### src/rtl/tofgen_pkg.sv
package tofgen_pkg;
  localparam int PPL_W   = 13;
  localparam int LINE_W  = 12;
  localparam int RATIO_W = 13;

  // Edge-detected input lanes
  localparam int NUM_SRC = 4;
  typedef enum int {
    SRC_HSYNC = 0,
    SRC_VSYNC = 1,
    SRC_INIT  = 2,
    SRC_EXT   = 3
  } src_e;
endpackage

### src/rtl/tofgen_edge_detect.sv
module tofgen_edge_detect #(
  parameter int SYNC_STAGES = 1
) (
  input  logic clk,
  input  logic rst_n,
  input  logic sig_i,
  input  logic active_high_i,
  output logic rise_o
);
  localparam int DEPTH = SYNC_STAGES + 1;

  logic             norm;
  logic [DEPTH-1:0] chain_q;

  // Normalise to active-high before sampling
  assign norm = sig_i ~^ active_high_i;

  always_ff @(posedge clk or negedge rst_n) begin
    if (!rst_n) chain_q <= '0;
    else        chain_q <= {chain_q[DEPTH-2:0], norm};
  end

  assign rise_o = chain_q[DEPTH-2] & ~chain_q[DEPTH-1];

  a_r4_rise_is_pulse: assert property (@(posedge clk) disable iff (!rst_n)
    rise_o |=> !rise_o);
endmodule

### src/rtl/tofgen_ref_frame.sv
module tofgen_ref_frame #(
  parameter int LINE_W  = 12,
  parameter int RATIO_W = 13
) (
  input  logic               clk,
  input  logic               rst_n,
  input  logic               h_rise_i,
  input  logic               v_rise_i,
  input  logic [LINE_W-1:0]  cfg_ref_lpf_i,
  input  logic [RATIO_W-1:0] cfg_ratio_i,
  output logic               frame_start_o,
  output logic               boundary_o
);
  logic [LINE_W-1:0]  line_q, line_last;
  logic [RATIO_W-1:0] ratio_q, ratio_last;
  logic               v_pend_q, start_now, fs_q, bnd_q;

  always_comb begin
    line_last  = (cfg_ref_lpf_i == '0) ? '0 : cfg_ref_lpf_i - LINE_W'(1);
    ratio_last = (cfg_ratio_i == '0)   ? '0 : cfg_ratio_i - RATIO_W'(1);
    start_now  = h_rise_i & (v_pend_q | v_rise_i | (line_q == line_last));
  end

  always_ff @(posedge clk or negedge rst_n) begin
    if (!rst_n) begin
      line_q   <= '0;
      ratio_q  <= '0;
      v_pend_q <= 1'b0;
      fs_q     <= 1'b0;
      bnd_q    <= 1'b0;
    end else begin
      if (h_rise_i) begin
        v_pend_q <= 1'b0;
        line_q   <= start_now ? '0 : line_q + LINE_W'(1);
      end else if (v_rise_i) begin
        v_pend_q <= 1'b1;
      end
      fs_q  <= start_now;
      bnd_q <= start_now && (ratio_q == '0);
      if (start_now)
        ratio_q <= (ratio_q == ratio_last) ? '0 : ratio_q + RATIO_W'(1);
    end
  end

  assign frame_start_o = fs_q;
  assign boundary_o    = bnd_q;

  a_r4_ref_line_bounded: assert property (@(posedge clk) disable iff (!rst_n)
    (cfg_ref_lpf_i != '0) |-> (line_q < cfg_ref_lpf_i));
  a_r4_start_follows_hsync: assert property (@(posedge clk) disable iff (!rst_n)
    fs_q |-> $past(h_rise_i));
  a_r5_boundary_on_start: assert property (@(posedge clk) disable iff (!rst_n)
    bnd_q |-> fs_q);
  a_r5_ratio_bounded: assert property (@(posedge clk) disable iff (!rst_n)
    ratio_q <= ratio_last);
endmodule

### src/rtl/tofgen_align_ctrl.sv
module tofgen_align_ctrl (
  input  logic clk,
  input  logic rst_n,
  input  logic align_en_i,
  input  logic ext_en_i,
  input  logic init_rise_i,
  input  logic ext_rise_i,
  input  logic boundary_i,
  output logic load_o
);
  logic armed_q, arm_req;

  assign arm_req = align_en_i & (init_rise_i | (ext_en_i & ext_rise_i));
  assign load_o  = align_en_i & armed_q & boundary_i;

  always_ff @(posedge clk or negedge rst_n) begin
    if (!rst_n)           armed_q <= 1'b0;
    else if (!align_en_i) armed_q <= 1'b0;
    else                  armed_q <= (armed_q & ~load_o) | arm_req;
  end

  a_r9_disabled_drops_request: assert property (@(posedge clk) disable iff (!rst_n)
    !align_en_i |=> !load_o);
  a_r6_single_load: assert property (@(posedge clk) disable iff (!rst_n)
    load_o |=> !load_o);
  a_r6_arm_needs_edge: assert property (@(posedge clk) disable iff (!rst_n)
    $rose(armed_q) |-> $past(init_rise_i | ext_rise_i));
endmodule

### src/rtl/tofgen_out_frame.sv
module tofgen_out_frame #(
  parameter int PPL_W  = 13,
  parameter int LINE_W = 12
) (
  input  logic              clk,
  input  logic              rst_n,
  input  logic              ce_i,
  input  logic              load_i,
  input  logic [PPL_W-1:0]  cfg_ppl_i,
  input  logic [LINE_W-1:0] cfg_lpf_i,
  input  logic [LINE_W-1:0] cfg_offset_i,
  output logic              tof_pulse_o
);
  logic [PPL_W-1:0]  pix_q, pix_last;
  logic [LINE_W-1:0] line_q, line_last, line_load;
  logic              tof_q, at_origin;

  always_comb begin
    pix_last  = (cfg_ppl_i == '0) ? '0 : cfg_ppl_i - PPL_W'(1);
    line_last = (cfg_lpf_i == '0) ? '0 : cfg_lpf_i - LINE_W'(1);
    // Signed offset folded into [0, lpf) with one add or subtract
    if (cfg_offset_i[LINE_W-1])        line_load = cfg_lpf_i + cfg_offset_i;
    else if (cfg_offset_i >= cfg_lpf_i) line_load = cfg_offset_i - cfg_lpf_i;
    else                                line_load = cfg_offset_i;
    at_origin = (pix_q == '0) && (line_q == '0);
  end

  always_ff @(posedge clk or negedge rst_n) begin
    if (!rst_n) begin
      pix_q  <= '0;
      line_q <= '0;
      tof_q  <= 1'b0;
    end else if (load_i) begin
      pix_q  <= '0;
      line_q <= line_load;
      tof_q  <= 1'b0;
    end else if (ce_i) begin
      tof_q <= at_origin;
      if (pix_q == pix_last) begin
        pix_q  <= '0;
        line_q <= (line_q == line_last) ? '0 : line_q + LINE_W'(1);
      end else begin
        pix_q <= pix_q + PPL_W'(1);
      end
    end else begin
      tof_q <= 1'b0;
    end
  end

  assign tof_pulse_o = tof_q;

  a_r3_hold_without_ce: assert property (@(posedge clk) disable iff (!rst_n)
    (!ce_i && !load_i) |=> ($stable(pix_q) && $stable(line_q)));
  a_r3_single_cycle_tof: assert property (@(posedge clk) disable iff (!rst_n)
    tof_q |=> !tof_q);
  a_r3_pix_bounded: assert property (@(posedge clk) disable iff (!rst_n)
    (cfg_ppl_i != '0) |-> (pix_q < cfg_ppl_i));
  a_r8_load_starts_line: assert property (@(posedge clk) disable iff (!rst_n)
    load_i |=> (pix_q == '0) && !tof_q);
endmodule

### src/rtl/tofgen_frame_aligner.sv
module tofgen_frame_aligner
  import tofgen_pkg::*;
#(
  parameter int P_PPL_W   = PPL_W,
  parameter int P_LINE_W  = LINE_W,
  parameter int P_RATIO_W = RATIO_W,
  parameter int SYNC_STAGES = 1
) (
  input  logic                 clk,
  input  logic                 rst_n,
  input  logic                 pix_ce,
  input  logic                 ref_hsync,
  input  logic                 ref_vsync,
  input  logic [P_PPL_W-1:0]   cfg_ppl,
  input  logic [P_LINE_W-1:0]  cfg_lpf,
  input  logic [P_LINE_W-1:0]  cfg_ref_lpf,
  input  logic [P_RATIO_W-1:0] cfg_ratio,
  input  logic [P_LINE_W-1:0]  cfg_line_offset,
  input  logic                 cfg_hsync_pol,
  input  logic                 cfg_vsync_pol,
  input  logic                 cfg_tof_pol,
  input  logic                 cfg_tof_hiz,
  input  logic                 cfg_align_en,
  input  logic                 cfg_ext_init_en,
  input  logic                 init_ctl,
  input  logic                 ext_init,
  output logic                 tof_o,
  output logic                 tof_oe
);
  logic [NUM_SRC-1:0] src_raw, src_pol, src_rise;
  logic frame_start, boundary, load, tof_pulse;

  assign src_raw[SRC_HSYNC] = ref_hsync;
  assign src_raw[SRC_VSYNC] = ref_vsync;
  assign src_raw[SRC_INIT]  = init_ctl;
  assign src_raw[SRC_EXT]   = ext_init;
  assign src_pol[SRC_HSYNC] = cfg_hsync_pol;
  assign src_pol[SRC_VSYNC] = cfg_vsync_pol;
  assign src_pol[SRC_INIT]  = 1'b1;
  assign src_pol[SRC_EXT]   = 1'b1;

  for (genvar g = 0; g < NUM_SRC; g++) begin : g_edge
    tofgen_edge_detect #(.SYNC_STAGES(SYNC_STAGES)) u_edge (
      .clk           (clk),
      .rst_n         (rst_n),
      .sig_i         (src_raw[g]),
      .active_high_i (src_pol[g]),
      .rise_o        (src_rise[g])
    );
  end

  tofgen_ref_frame #(.LINE_W(P_LINE_W), .RATIO_W(P_RATIO_W)) u_ref (
    .clk           (clk),
    .rst_n         (rst_n),
    .h_rise_i      (src_rise[SRC_HSYNC]),
    .v_rise_i      (src_rise[SRC_VSYNC]),
    .cfg_ref_lpf_i (cfg_ref_lpf),
    .cfg_ratio_i   (cfg_ratio),
    .frame_start_o (frame_start),
    .boundary_o    (boundary)
  );

  tofgen_align_ctrl u_align (
    .clk         (clk),
    .rst_n       (rst_n),
    .align_en_i  (cfg_align_en),
    .ext_en_i    (cfg_ext_init_en),
    .init_rise_i (src_rise[SRC_INIT]),
    .ext_rise_i  (src_rise[SRC_EXT]),
    .boundary_i  (boundary),
    .load_o      (load)
  );

  tofgen_out_frame #(.PPL_W(P_PPL_W), .LINE_W(P_LINE_W)) u_out (
    .clk          (clk),
    .rst_n        (rst_n),
    .ce_i         (pix_ce),
    .load_i       (load),
    .cfg_ppl_i    (cfg_ppl),
    .cfg_lpf_i    (cfg_lpf),
    .cfg_offset_i (cfg_line_offset),
    .tof_pulse_o  (tof_pulse)
  );

  assign tof_o  = tof_pulse ? cfg_tof_pol : ~cfg_tof_pol;
  assign tof_oe = ~cfg_tof_hiz;

  a_r8_load_on_boundary: assert property (@(posedge clk) disable iff (!rst_n)
    load |-> frame_start);
endmodule

### config.mk
export PLATFORM = sky130hd
export DESIGN_NAME = tofgen_frame_aligner
export DESIGN_NICKNAME = d
export VERILOG_FILES = /design/src/rtl/tofgen_pkg.sv /design/src/rtl/tofgen_edge_detect.sv /design/src/rtl/tofgen_ref_frame.sv /design/src/rtl/tofgen_align_ctrl.sv /design/src/rtl/tofgen_out_frame.sv /design/src/rtl/tofgen_frame_aligner.sv
export SDC_FILE = /design/constraint.sdc
export NUM_CORES = 1
export LEC_CHECK = 0
export BUFFER_PORTS_ARGS = -buffer_cell sky130_fd_sc_hd__buf_2
export CAP_MARGIN = 10
export CORE_MARGIN = 2
export CORE_UTILIZATION = 46
export CTS_CLUSTER_DIAMETER = 100
export DETAILED_ROUTE_END_ITERATION = 8
export HOLD_SLACK_MARGIN = 0.02
export PLACE_DENSITY = 0.79
export SYNTH_ARGS = -nofsm -noshare
export SYNTH_HDL_FRONTEND = slang
export SYNTH_SLANG_ARGS = --single-unit
### constraint.sdc
create_clock -name clk -period 2.6 [get_ports clk]
set_input_delay 0 -clock clk [delete_from_list [all_inputs] [get_ports clk]]
set_output_delay 0 -clock clk [all_outputs]
set_load 0.02 [all_outputs]
Yosys cells after proc, flatten, opt, wreduce, memory -nomap -nowiden:

Index checks and enable logic that the tools add are counted.

* register bits after elaboration: 62
* output and inout bits: 2
* logic and storage cells: 84

* add/subtract/negate cells: 10
* order comparisons: 1
* equality and inequality tests: 4
* mux-type cells: 21
* bitwise gates (word level): 23
* reductions and logical operators: 13

Operator list (count)
* $mux 12: 9
* $mux 13: 6
* $logic_not 13->1: 4
* $logic_not 12->1: 3
* $add 13x1->13 const B: 2
* $eq 13x13->1: 2
* $sub 13x1->13 const B: 2
* $add 12x1->12 const B: 2
* $eq 12x12->1: 2
* $sub 12x1->12 const B: 2
* $add 12x12->12: 1
* $ge 12x12->1: 1
* $sub 12x12->12: 1
* $and 1x1->1: 10
* $not 1->1: 7
* $mux 1: 6
* $reduce_bool 2->1: 3
* $or 1x1->1: 4
* $logic_and 1x1->1: 2
* $reduce_and 2->1: 1
* $xnor 1x1->1: 2

Depth between registers and ports, before layout:

Gate-level depths: netlist (run 1).

* depth after elaboration: 7
* depth in mapped cells: 13

Cells and area by module:

Synthesis (run 1) repeated with hierarchy kept, for this count alone.

* cells, all modules: 915
* area, all modules: 7063.0 sq um

By module, submodules not included
* tofgen_out_frame: instances 1, cells each 525, area an instance 3916.3 sq um, seq. area each 650.6 sq um
* tofgen_ref_frame: instances 1, cells each 366, area an instance 2819.0 sq um, seq. area each 700.7 sq um
* tofgen_edge_detect: instances 4, cells each 4, area an instance 65.1 sq um, seq. area each 50.0 sq um
* tofgen_align_ctrl: instances 1, cells each 5, area an instance 51.3 sq um, seq. area each 25.0 sq um
* tofgen_frame_aligner: instances 1, cells each 3, area an instance 16.3 sq um, seq. area each 0.0 sq um

Least setup slack after synthesis (run 1):

OpenSTA, ideal clock, no wires.

* kind: input port to flip-flop
* start: input cfg_lpf[4]
* end: register u_out.line_q[2]
* setup time: 0.124 ns
* data arrival time: 2.649 ns
* required time: 2.476 ns
* setup slack: -0.173 ns
* stages on the path: 10
* path buffers: 2
* path through: buf_6 > or4_4 > or4_4 > a221o_1 > and3_1 > o31a_2 > o41ai_4 > buf_6 > o2bb2ai_1 > a211o_1

* word-level cells in the longest chain between the ends: 7
* elaborated cells between the ends (all ways): 11
* those cells by class: add/sub (1); order compare (1); eq/ne (1); mux (7); reduce/logical (1)

Ends and longest elaborated chain
* from (decl): RTL line tofgen_frame_aligner.sv:15 `input logic [P_LINE_W-1:0] cfg_lpf,`
* $sub 12x1->12 / $logic_not 12->1 (equally long branches): RTL line tofgen_out_frame.sv:20 `line_last = (cfg_lpf_i == '0) ? '0 : cfg_lpf_i - LINE_W'(1);`
* $mux 12: RTL line tofgen_out_frame.sv:20
* $eq 12x12->1: RTL line tofgen_out_frame.sv:41 `line_q <= (line_q == line_last) ? '0 : line_q + LINE_W'(1);`
* $mux 12: RTL line tofgen_out_frame.sv:41
* $mux 12: RTL line tofgen_out_frame.sv:39 `if (pix_q == pix_last) begin`
* $mux 12: RTL line tofgen_out_frame.sv:37 `end else if (ce_i) begin`
* $mux 12 (*): RTL line tofgen_out_frame.sv:33 `end else if (load_i) begin`
* to (signal assigned): RTL line tofgen_out_frame.sv:35 `line_q <= line_load;`
* to (signal assigned): RTL line tofgen_out_frame.sv:41
* to (decl): RTL line tofgen_out_frame.sv:15 `logic [LINE_W-1:0] line_q, line_last, line_load;`

Mark *: on every way between the ends. The rest lies on a longest branch, timed or not. The select of a mux whose other input is x is not followed.
A chain may end at the register's enable or synchronous reset.

Final worst setup path (run 1):

* start: register u_ref.ratio_q[2]
* end: register u_ref.ratio_q[2]

* word-level cells in the longest chain between the ends: 2
* elaborated cells between the ends (all ways): 3
* those cells by class: add/sub (1); eq/ne (1); mux (1)

Ends and longest elaborated chain
* from (decl): RTL line tofgen_ref_frame.sv:15 `logic [RATIO_W-1:0] ratio_q, ratio_last;`
* from (signal assigned): RTL line tofgen_ref_frame.sv:41 `ratio_q <= (ratio_q == ratio_last) ? '0 : ratio_q + RATIO_W'(1);`
* $add 13x1->13 / $eq 13x13->1 (equally long branches): RTL line tofgen_ref_frame.sv:41
* $mux 13 (*): RTL line tofgen_ref_frame.sv:41

Mark *: on every way between the ends. The rest lies on a longest branch, timed or not.

==> flow_metrics.tcl, run 1 <==
set metrics [dict create \
    layout-drive-gt1-share 0.231 \
    cell_area_after_synthesis_sq_um 7000 \
    routed_wire_length_per_instance_um 15.7 \
    maximum_buffer_depth_of_the_clock_tree 2 \
    dpl.hpwl_mm 15.4 \
    total_nets_after_synthesis 1027 \
    yosys_warnings 0 \
    maxCapViolCount 0 \
    crit_start "u_ref.ratio_q[2]$_DFFE_PN0P_" \
    dieHeight_um 127 \
    diodes_inserted 0 \
    power.net_switching_uw 1260 \
    r2r_end "u_ref.ratio_q[2]$_DFFE_PN0P_" \
    worst_hold_slack_ps 90.1 \
    synth_top_area_share 0.222 \
    sequentialPowerShare 0.320 \
    placementRows 45 \
    flops_latches_synth 62 \
    dr_total_vias 7780 \
    cts_root_buf "sky130_fd_sc_hd__clkbuf_16" \
    clock_latency_ps 330 \
    clock.fmax_ghz 0.392 \
    rsz0062_at_grt "yes" \
    synth_cell_types 76 \
    cell_by_cell_listing_of_the_critical_path "xor3_1 > nor3_1 > o221ai_1 > a32oi_1 > nor4b_2 > and3_1 > a21oi_2 > buf_4 > a22o_1" \
    synthTopCellsByArea "sky130_fd_sc_hd__dfrtp_1, sky130_fd_sc_hd__ha_1, sky130_fd_sc_hd__nor2_1" \
    end_kind "flip-flop" \
    globalRouteTotalUtil 0.247 \
    pin_count 77 \
    viasPerCell 6.09 \
    worstHoldPathCells 3 \
    setup_buffers_after_cts 0 \
    core_box_area_sq_um 15000 \
    ys_seq_area_frac 0.222 \
    holdCritPathClass "in2reg" \
    setup.worst_path.start_class "flip-flop" \
    drt-pass1-iter-count 5 \
    level_count_of_the_clock_h_tree 3 \
    grt_overflow_total 0 \
    route.final.wire_length_mm 20.0 \
    die_x_um 127 \
    crit_type "reg2reg" \
    accumulated_negative_setup_slack_ps 0 \
    timing.rr.start "u_ref.ratio_q[2]$_DFFE_PN0P_" \
    timing_hold_violations_final 0 \
    path_max_fanout 3 \
    share_clk_of_total_power 0.326 \
    die_area_sq_um 16200 \
    timing.critical_path.required_ps 2810 \
    power.static_leakage_uw 0.00395 \
    timing.final.max_slew_violations 0 \
    worst_hold_path.endpoint "u_out.pix_q[12]$_DFFE_PN0P_" \
    worst_hold_startpoint "pix_ce" \
    cpLargestDelayFamily "simple AND/OR/NAND/NOR gates" \
    worstMarginPinSlew_ps 685 \
    cts_tree "yes" \
    p_per_area_nw_per_um2 427 \
    p_sw_frac 0.334 \
    timing.critical_path.buf_inv 1 \
    post_synth_arst_share 1.00 \
    cpPeakStageDelay_ps 400 \
    cts_buffers 9 \
    critical_path_arrival_ps 2760 \
    outcome "complete, no violations" \
    cts.reportedPaths.clkPinSlew_ps 50 \
    tcrit_tclk_final 0.982 \
    drc_errors 0 \
    relative_slew_margins 0.543 \
    worst-r2r-setup-slack_ps 50 \
    synthesis.area_per_instance_sq_um 7.64 \
    number_of_flops_mapped_to_enable_cells_by_yosys 0 \
    floorplan.initialDensity 0.465 \
    fin_skew_ps 7.43 \
    place_congestion 0.937 \
    pre_cts_ws_ps -314 \
    first_iter_violations 510 \
    antenna_found_initial 0 \
    final_core_util 0.589 \
    layout.nets 1196 \
    internal_power_uw 2520 \
    endpoints_failing_setup 0 \
    fin_crit_ps 2550 \
    fin_total_pwr_uw 3780 \
    pin_count_of_the_biggest_net_entering_global_routing 37 \
    synth_flop_cell "sky130_fd_sc_hd__dfrtp_1" \
    global_route_wire_length_before_repair_mm 33.7 \
    area_growth_syn_to_layout_pct 26.6 \
    worst_path_max_delay_cell "sky130_fd_sc_hd__dfrtp_1" \
    comb_power_share 0.354 \
    postLayoutSetupSlackWorst_ps 46.8 \
    via_count_of_the_first_global_routing_pass 7271 \
    post_synth_inst_count 916 \
    fillers 1346 \
    worstRegToRegCells 9 \
    ant_nets 0 \
    numClockSinks 62 \
    place.port_buffers 76 \
    post-synth-top-area-cell "sky130_fd_sc_hd__dfrtp_1" \
    power.ir.vdd_worst_mv 0.439 \
]
## state kept, by name (all words and copies together), names as in the netlist
signal                 flops
u_out.pix_q               13
u_ref.ratio_q             13
u_out.line_q              12
u_ref.line_q              12
g_edge.u_edge.chain_q      8
u_align.armed_q            1
u_out.tof_pulse_o          1
u_ref.boundary_o           1
u_ref.v_pend_q             1
## timing repair
item,4_1_cts,5_1_grt
hold endpoints to repair,31,0
pin swaps,0,2
hold buffers,9,0
gates resized for setup,1,18
setup endpoints to repair,9,22
## cells in the mapped netlist (all sizes together) (13+ instances only)
cell / n
inv: 67
a21oi: 39
or3: 19
and3: 29
o2bb2ai: 13
nor4: 31
or4: 15
dfrtp: 62
o21a: 13
nand2: 41
nor2: 76
xnor2: 26
nand2b: 17
nand4: 18
a22oi: 13
xor2: 18
o21ai: 46
ha: 34
clkbuf: 45
nor3: 42
nand3: 42
## stage by stage
stage / instance area (sq um) / std cells
6_report: 8860 / 1277
2_1_floorplan: 7010 / 916
3_5_place_dp: 8370 / 1253
3_3_place_gp: 8370 / 1253
4_1_cts: 8770 / 1277
5_1_grt: 8860 / 1277
## final cells by class
| type | count | area (sq um) | share of cell area |
|---|---|---|---|
| tap | 188 | 235 | 0.0266 |
| timing repair buffer | 211 | 1450 | 0.164 |
| multi-input combinational | 733 | 5050 | 0.571 |
| sequential | 62 | 1550 | 0.175 |
| clock buffer | 12 | 267 | 0.0301 |
| clock inverter | 3 | 42.5 | 0.00480 |
| inverter | 68 | 255 | 0.0288 |
## layer usage
metal  routed length (um)  vias up  track usage
li1                     -     3807            -
met5                    0        -            0
met1                 8690     3635        0.334
met3                 1350       26       0.0360
met2                 9730      312        0.422
met4                  228        0       0.0511
## worst min-delay path: cells and delay by family
family,cells,cell delay [ps]
compound gates,1,110
buf+inv,1,170
simple gates,1,100
## power groups by stage
stage               clock network (uW)  logic (uW)  registers [uW]
floorplan                            0         806            1180
global placement                     0        1250            1210
detailed placement                   0        1290            1220
CTS                               1260        1310            1200
global route                      1300        1490            1230
finish                            1230        1340            1210
## layout by cell type (no fill, tap or decap), types with 8 or more instances in the layout
cell type and instances:
sky130_fd_sc_hd__nor4_1 24, sky130_fd_sc_hd__nor4b_1 8, sky130_fd_sc_hd__xor2_1 18, sky130_fd_sc_hd__buf_2 76, sky130_fd_sc_hd__o211ai_1 9, sky130_fd_sc_hd__o2bb2ai_1 12
sky130_fd_sc_hd__a22oi_1 13, sky130_fd_sc_hd__inv_1 67, sky130_fd_sc_hd__buf_4 121, sky130_fd_sc_hd__nor2_1 76, sky130_fd_sc_hd__o21ai_0 44, sky130_fd_sc_hd__or2_2 8
sky130_fd_sc_hd__nor3b_1 10, sky130_fd_sc_hd__o31ai_1 10, sky130_fd_sc_hd__and3_1 29, sky130_fd_sc_hd__nand4_1 18, sky130_fd_sc_hd__o221ai_1 9, sky130_fd_sc_hd__dlygate4sd3_1 9
sky130_fd_sc_hd__ha_1 34, sky130_fd_sc_hd__nand2b_1 17, sky130_fd_sc_hd__a211oi_1 9, sky130_fd_sc_hd__nor3_1 41, sky130_fd_sc_hd__nand3_1 42, sky130_fd_sc_hd__xnor2_1 26
sky130_fd_sc_hd__mux2i_1 10, sky130_fd_sc_hd__o21a_1 13, sky130_fd_sc_hd__or3_1 19, sky130_fd_sc_hd__a211o_1 10, sky130_fd_sc_hd__dfrtp_1 62, sky130_fd_sc_hd__a21oi_1 38
sky130_fd_sc_hd__nand2_1 41, sky130_fd_sc_hd__or4_1 11, sky130_fd_sc_hd__clkbuf_16 9
## cells by family after synthesis
| logic type | after synthesis | share of synthesized area |
|---|---|---|
| flip-flops | 62 | 0.222 |
| multiplexers | 12 | 0.0175 |
| buffers and inverters | 121 | 0.0687 |
| AND/OR/NAND/NOR | 394 | 0.314 |
| XOR/XNOR | 45 | 0.0585 |
| adder cells (fa/ha/maj) | 36 | 0.0665 |
| AO/OA/AOI/OAI | 246 | 0.253 |
## worst max path at each step
stage	to	slack, ps	cells after the start
after floorplan	u_out.line_q[2]$_DFFE_PN0P_	-20	10
after global placement	u_out.line_q[5]$_DFFE_PN0P_	-210	11
after detailed placement	u_out.line_q[7]$_DFFE_PN0P_	-310	11
after CTS	u_out.line_q[5]$_DFFE_PN0P_	10	8
after global routing	u_out.line_q[5]$_DFFE_PN0P_	-70	8
final	u_ref.ratio_q[2]$_DFFE_PN0P_	50	9
Power figures use the tool's default switching activity.
==> run 2, diff against run 1 <==
--- a/config.mk
+++ b/config.mk
@@ -13,6 +13,7 @@
 export DETAILED_ROUTE_END_ITERATION = 8
 export HOLD_SLACK_MARGIN = 0.02
 export PLACE_DENSITY = 0.79
+export RECOVER_POWER = 50
 export SYNTH_ARGS = -nofsm -noshare
 export SYNTH_HDL_FRONTEND = slang
 export SYNTH_SLANG_ARGS = --single-unit
==> run 2 against run 1 <==
Against the previous run: the run now ends with max-capacitance violations, max-slew violations left; critical path depth unchanged; setup slack got worse by 16 ps; non-clock buffer count unchanged; core utilization decreased by 0.12 points; total power about the same; largest cell class unchanged; largest power group unchanged.
==> flow_metrics.tcl, run 2 (synthesis results as in run 1) <==
set metrics [dict create \
    placed_cells_incl_taps 1253 \
    pin_count_of_the_biggest_net_entering_global_routing 37 \
    core_box_area_sq_um 15000 \
    drc_errors 0 \
    ant_nets 0 \
    die_area_sq_um 16200 \
    placed_area_sq_um 8370 \
    place.port_buffers 76 \
    worstMarginPinSlew_ps 1570 \
    cts.reportedPaths.clkPinSlew_ps 60 \
    final_cells 1277 \
    timing.final.max_slew_violations 28 \
    grt_overflow_total 0 \
    drt-pass1-iter-count 6 \
    die_x_um 127 \
    pre_cts_ws_ps -314 \
    area_growth_syn_to_layout_pct 26.4 \
    place_congestion 0.937 \
    clock_latency_ps 330 \
    layout.area.seq_sq_um 1550 \
    cts_buffers 9 \
    largestRegisters "u_out.pix_q: 13 flops, u_ref.ratio_q: 13 flops" \
    floorplan.initialDensity 0.465 \
    crit_type "reg2reg" \
    fin_crit_ps 2570 \
    cts_root_buf "sky130_fd_sc_hd__clkbuf_16" \
    mostFrequentLayoutCell "sky130_fd_sc_hd__buf_4" \
    outcome "finished with violations" \
    worst-r2r-setup-slack_ps 30 \
    maximum_buffer_depth_of_the_clock_tree 2 \
    via_count_of_the_first_global_routing_pass 7271 \
    multi_input_comb_area_sq_um 5050 \
    setup_buffers_after_cts 0 \
    layout_common_cells "sky130_fd_sc_hd__buf_4, sky130_fd_sc_hd__nor2_1, sky130_fd_sc_hd__buf_2, sky130_fd_sc_hd__inv_1, sky130_fd_sc_hd__dfrtp_1" \
    holdCritPathClass "in2reg" \
    global_route_wire_length_before_repair_mm 33.7 \
    endpoints_failing_setup 0 \
    relative_slew_margins -0.0466 \
    routed_wire_length_per_instance_um 15.7 \
    accumulated_negative_setup_slack_ps 0 \
    first_iter_violations 560 \
    cts_tree "yes" \
    power.static_leakage_uw 0.00394 \
    r2r_end "u_ref.ratio_q[2]$_DFFE_PN0P_" \
    antenna_found_initial 0 \
    crit_start "u_ref.ratio_q[2]$_DFFE_PN0P_" \
    clock.fmax_ghz 0.389 \
    timing_hold_violations_final 0 \
    fillers 1348 \
    numClockSinks 62 \
    timing.critical_path.required_ps 2810 \
    dpl.hpwl_mm 15.4 \
    final_core_util 0.588 \
    pin_count 77 \
    postLayoutSetupSlackWorst_ps 30.6 \
    p_per_area_nw_per_um2 428 \
    maxCapViolCount 1 \
    power.ir.vdd_worst_mv 0.439 \
    layout.nets 1196 \
    layout-drive-gt1-share 0.230 \
    end_kind "flip-flop" \
    timing.critical_path.to "u_ref.ratio_q[2]$_DFFE_PN0P_" \
    route.final.wire_length_mm 20.1 \
    fin_skew_ps 7.49 \
    diodes_inserted 0 \
    dr_total_vias 7773 \
    worstRegToRegCells 9 \
    setup.worst_path.start_class "flip-flop" \
    path_max_fanout 3 \
    rsz0062_at_grt "yes" \
    level_count_of_the_clock_h_tree 3 \
    viasPerCell 6.09 \
    globalRouteTotalUtil 0.247 \
    critical_path_arrival_ps 2780 \
    tcrit_tclk_final 0.988 \
    finish.instance_area_sq_um 8840 \
    dieHeight_um 127 \
    failed_checks "max-capacitance violations, max-slew violations" \
    timing.rr.start "u_ref.ratio_q[2]$_DFFE_PN0P_" \
    placementRows 45 \
]
==> run 2: cell types whose count changed in the layout (fill, tap and decap cells not counted) <==
cell                       delta
sky130_fd_sc_hd__buf_2        -2
sky130_fd_sc_hd__clkbuf_2     +1
sky130_fd_sc_hd__buf_12       -1
sky130_fd_sc_hd__clkbuf_1     +2
==> run 2: worst min-delay path by stage <==
stage / startpoint / endpoint / cells after the start
floorplan: rst_n / g_edge[0].u_edge.chain_q[0]$_DFF_PN0_ / 0
global placement: rst_n / u_out.pix_q[0]$_DFFE_PN0P_ / 1
detailed placement: rst_n / u_out.pix_q[0]$_DFFE_PN0P_ / 1
CTS: pix_ce / u_out.pix_q[12]$_DFFE_PN0P_ / 3
global route: pix_ce / u_out.pix_q[12]$_DFFE_PN0P_ / 3
finish: pix_ce / u_out.pix_q[12]$_DFFE_PN0P_ / 3
==> run 2: what timing repair did <==
| item | CTS | global route |
|---|---|---|
| pin swaps | 0 | 2 |
| resized for setup | 1 | 18 |
| hold buffers | 9 | 0 |
| endpoints found under the hold margin | 31 | 0 |
| setup endpoints to repair | 9 | 22 |
==> run 2: layout make-up <==
type | count | share of cell area
Multi-Input combinational cell | 733 | 0.572
Sequential cell | 62 | 0.175
Timing Repair Buffer | 211 | 0.162
Clock buffer | 12 | 0.0301
Inverter | 68 | 0.0289
Tap cell | 188 | 0.0266
Clock inverter | 3 | 0.00481
==> run 2: per-stage QoR <==
step	total power, uW	hold WS [ps]
floorplan	1990	-296
global placement	2460	83.0
detailed placement	2510	77.1
CTS	3770	77.3
global route	4010	125
finish	3780	89.0
==> run 2: metal layers <==
metal  share of wire  up-vias  track usage
met4          0.0099        0       0.0511
met1            0.44     3634        0.334
met2            0.49      317        0.422
met3           0.065       20       0.0360
li1                -     3802            -
met5               0        -            0
==> run 2: critical path: stages, from the launching register on <==
cell                       delay, ps
sky130_fd_sc_hd__dfrtp_1         400
sky130_fd_sc_hd__xor3_1          370
sky130_fd_sc_hd__nor3_1          150
sky130_fd_sc_hd__o221ai_1        130
sky130_fd_sc_hd__a32oi_1         300
sky130_fd_sc_hd__nor4b_2         360
sky130_fd_sc_hd__and3_1          310
sky130_fd_sc_hd__a21oi_2          60
sky130_fd_sc_hd__buf_4           170
sky130_fd_sc_hd__a22o_1          200
==> run 2: power breakdown <==
part	total, uW	internal [uW]	switching, uW
Combinational	1340	623	713
Sequential	1210	1080	132
Clock	1240	813	423
Total	3780	2510	1270
==> run 3, diff against run 2 <==
--- a/config.mk
+++ b/config.mk
@@ -5,14 +5,14 @@
 export SDC_FILE = /design/constraint.sdc
 export NUM_CORES = 1
 export LEC_CHECK = 0
-export BUFFER_PORTS_ARGS = -buffer_cell sky130_fd_sc_hd__buf_2
 export CAP_MARGIN = 10
 export CORE_MARGIN = 2
 export CORE_UTILIZATION = 46
 export CTS_CLUSTER_DIAMETER = 100
 export DETAILED_ROUTE_END_ITERATION = 8
+export DONT_BUFFER_PORTS = 1
 export HOLD_SLACK_MARGIN = 0.02
-export PLACE_DENSITY = 0.79
+export PLACE_DENSITY = 0.74
 export RECOVER_POWER = 50
 export SYNTH_ARGS = -nofsm -noshare
 export SYNTH_HDL_FRONTEND = slang
==> run 3 against run 2 <==
Against the previous run: setup slack gained 62 ps; sequential power about the same; largest cell class unchanged; via count fell by 5.7%; final cell count is 9.1% lower; first-iteration DRC count down 0.89%; core utilization is 4.5 points lower; die area unchanged; the flow still finishes with violations (max-capacitance violations, max-slew violations).
==> flow_metrics.tcl, run 3 (synthesis results as in run 1) <==
set metrics [dict create \
    outcome "finished with violations" \
    failed_checks "max-capacitance violations, max-slew violations" \
    pin_count_of_the_biggest_net_entering_global_routing 63 \
    tcrit_tclk_final 0.964 \
    clock.fmax_ghz 0.399 \
    area_growth_syn_to_layout_pct 16.7 \
    cts_root_buf "sky130_fd_sc_hd__clkbuf_16" \
    floorplan.initialDensity 0.465 \
    cts.reportedPaths.clkPinSlew_ps 50 \
    worstHoldPathCells 4 \
    power.ir.vdd_worst_mv 0.522 \
    internal_power_uw 2450 \
    die_x_um 127 \
    timing_hold_violations_final 0 \
    power.static_leakage_uw 0.00347 \
    place_congestion 0.947 \
    worst-r2r-setup-slack_ps 90 \
    drt-pass1-iter-count 5 \
    route.final.wire_length_mm 19.6 \
    share_clk_of_total_power 0.351 \
    cpPeakStageDelay_ps 390 \
    worst_hold_path.endpoint "u_out.line_q[1]$_DFFE_PN0P_" \
    place.port_buffers 0 \
    maxCapViolCount 1 \
    setup.worst_path.start_class "flip-flop" \
    placementRows 45 \
    worst_path_max_delay_cell "sky130_fd_sc_hd__dfrtp_1" \
    setup_buffers_after_cts 0 \
    p_sw_frac 0.324 \
    first_iter_violations 555 \
    layout.nets 1079 \
    r2r_end "u_ref.ratio_q[2]$_DFFE_PN0P_" \
    diodes_inserted 0 \
    timing.critical_path.required_ps 2810 \
    largestRegisters "u_out.pix_q: 13 flops, u_ref.ratio_q: 13 flops" \
    dr_total_vias 7333 \
    worst_hold_slack_ps 42.5 \
    crit_type "reg2reg" \
    cts_buffers 9 \
    mostFrequentLayoutCell "sky130_fd_sc_hd__buf_4" \
    dpl.hpwl_mm 15.0 \
    fin_skew_ps 5.17 \
    path_max_fanout 4 \
    dieHeight_um 127 \
    end_kind "flip-flop" \
    p_per_area_nw_per_um2 444 \
    cts_tree "yes" \
    die_area_sq_um 16200 \
    sequentialPowerShare 0.333 \
    rsz0062_at_grt "yes" \
    via_count_of_the_first_global_routing_pass 6950 \
    finish.instance_area_sq_um 8160 \
    viasPerCell 6.32 \
    relative_slew_margins -0.0471 \
    core_box_area_sq_um 15000 \
    timing.final.max_slew_violations 63 \
    ant_nets 0 \
    numClockSinks 62 \
    cell_by_cell_listing_of_the_critical_path "xor3_1 > nor3_1 > o221ai_1 > a32oi_1 > nor4b_4 > and3_1 > a21oi_2 > buf_4 > a22o_1" \
    pin_count 77 \
    globalRouteTotalUtil 0.242 \
    crit_start "u_ref.ratio_q[2]$_DFFE_PN0P_" \
    routed_wire_length_per_instance_um 16.9 \
    accumulated_negative_setup_slack_ps 0 \
    worstRegToRegCells 9 \
    global_route_wire_length_before_repair_mm 32.9 \
    maximum_buffer_depth_of_the_clock_tree 2 \
    clock_latency_ps 330 \
    holdCritPathClass "in2reg" \
    power.net_switching_uw 1180 \
    worst_hold_startpoint "cfg_line_offset[1]" \
    comb_power_share 0.316 \
    endpoints_failing_setup 0 \
    drc_errors 0 \
    fin_total_pwr_uw 3630 \
    grt_overflow_total 0 \
    level_count_of_the_clock_h_tree 3 \
    antenna_found_initial 0 \
    worstMarginPinSlew_ps 1570 \
    timing.rr.start "u_ref.ratio_q[2]$_DFFE_PN0P_" \
    layout_common_cells "sky130_fd_sc_hd__buf_4, sky130_fd_sc_hd__nor2_1, sky130_fd_sc_hd__inv_1, sky130_fd_sc_hd__dfrtp_1, sky130_fd_sc_hd__o21ai_0" \
    critical_path_arrival_ps 2720 \
    placed_area_sq_um 7640 \
    layout-drive-gt1-share 0.132 \
    fin_crit_ps 2510 \
]
## run 3: cell count changes in the layout (fill, tap and decap cells not counted), sizes merged
cell,before,now
buf,199,80
bufinv,1,2
clkbuf,15,11
clkinv,2,4
dlygate4sd3,9,13
## run 3: repair_timing
action                                 in CTS  in global routing
hold buffers                               14                  0
setup endpoints to repair                   3                 22
resized for setup                           1                 11
cloned                                      0                  0
endpoints found under the hold margin      75                  0
## run 3: final cells by class
cell class	instances	area, sq um
fill	1409	6870
tap	188	235
sequential	62	1550
multi-input combinational	733	5040
timing repair buffer	94	764
clock inverter	6	86.3
clock buffer	10	229
inverter	68	255
## run 3: power by group through the flow
stage	logic, uW	clock network [uW]	registers (uW)
after floorplan	806	0	1180
after global placement	1050	0	1220
after detailed placement	1070	0	1220
after CTS	1130	1290	1200
after global routing	1290	1340	1230
final	1150	1270	1210
## run 3: how the worst max path moves through the flow
stage               cells past startpoint                            to
floorplan                              10   u_out.line_q[2]$_DFFE_PN0P_
global placement                        9   u_out.line_q[5]$_DFFE_PN0P_
detailed placement                     12    u_ref.boundary_o$_DFF_PN0_
CTS                                     9  u_ref.ratio_q[2]$_DFFE_PN0P_
global route                            9  u_ref.ratio_q[2]$_DFFE_PN0P_
finish                                  9  u_ref.ratio_q[2]$_DFFE_PN0P_
## run 3: layer usage
metal | part of all wire | global-route usage | wire length [um]
met2 | 0.48 | 0.411 | 9330
met1 | 0.44 | 0.320 | 8700
met3 | 0.066 | 0.0444 | 1300
met4 | 0.015 | 0.0614 | 292
met5 | 0 | 0 | 0
## run 3: stage by stage
| step | instances | util | setup slack (ps) |
|---|---|---|---|
| 4_1_cts | 1161 | 0.540 | 31.9 |
| 3_3_place_gp | 1131 | 0.508 | -97.0 |
| 5_1_grt | 1161 | 0.543 | -21.0 |
| 2_1_floorplan | 916 | - | -20.7 |
| 3_5_place_dp | 1131 | 0.508 | -180 |
| 6_report | 1161 | 0.543 | 92.6 |
## run 3: critical path: cells and delay by family (launching register included)
| family | cells | cell delay, ps |
|---|---|---|
| AO/OA/AOI/OAI | 4 | 730 |
| AND/OR/NAND/NOR | 3 | 740 |
| XOR/XNOR | 1 | 370 |
| flip-flops | 1 | 390 |
| buffers and inverters | 1 | 160 |
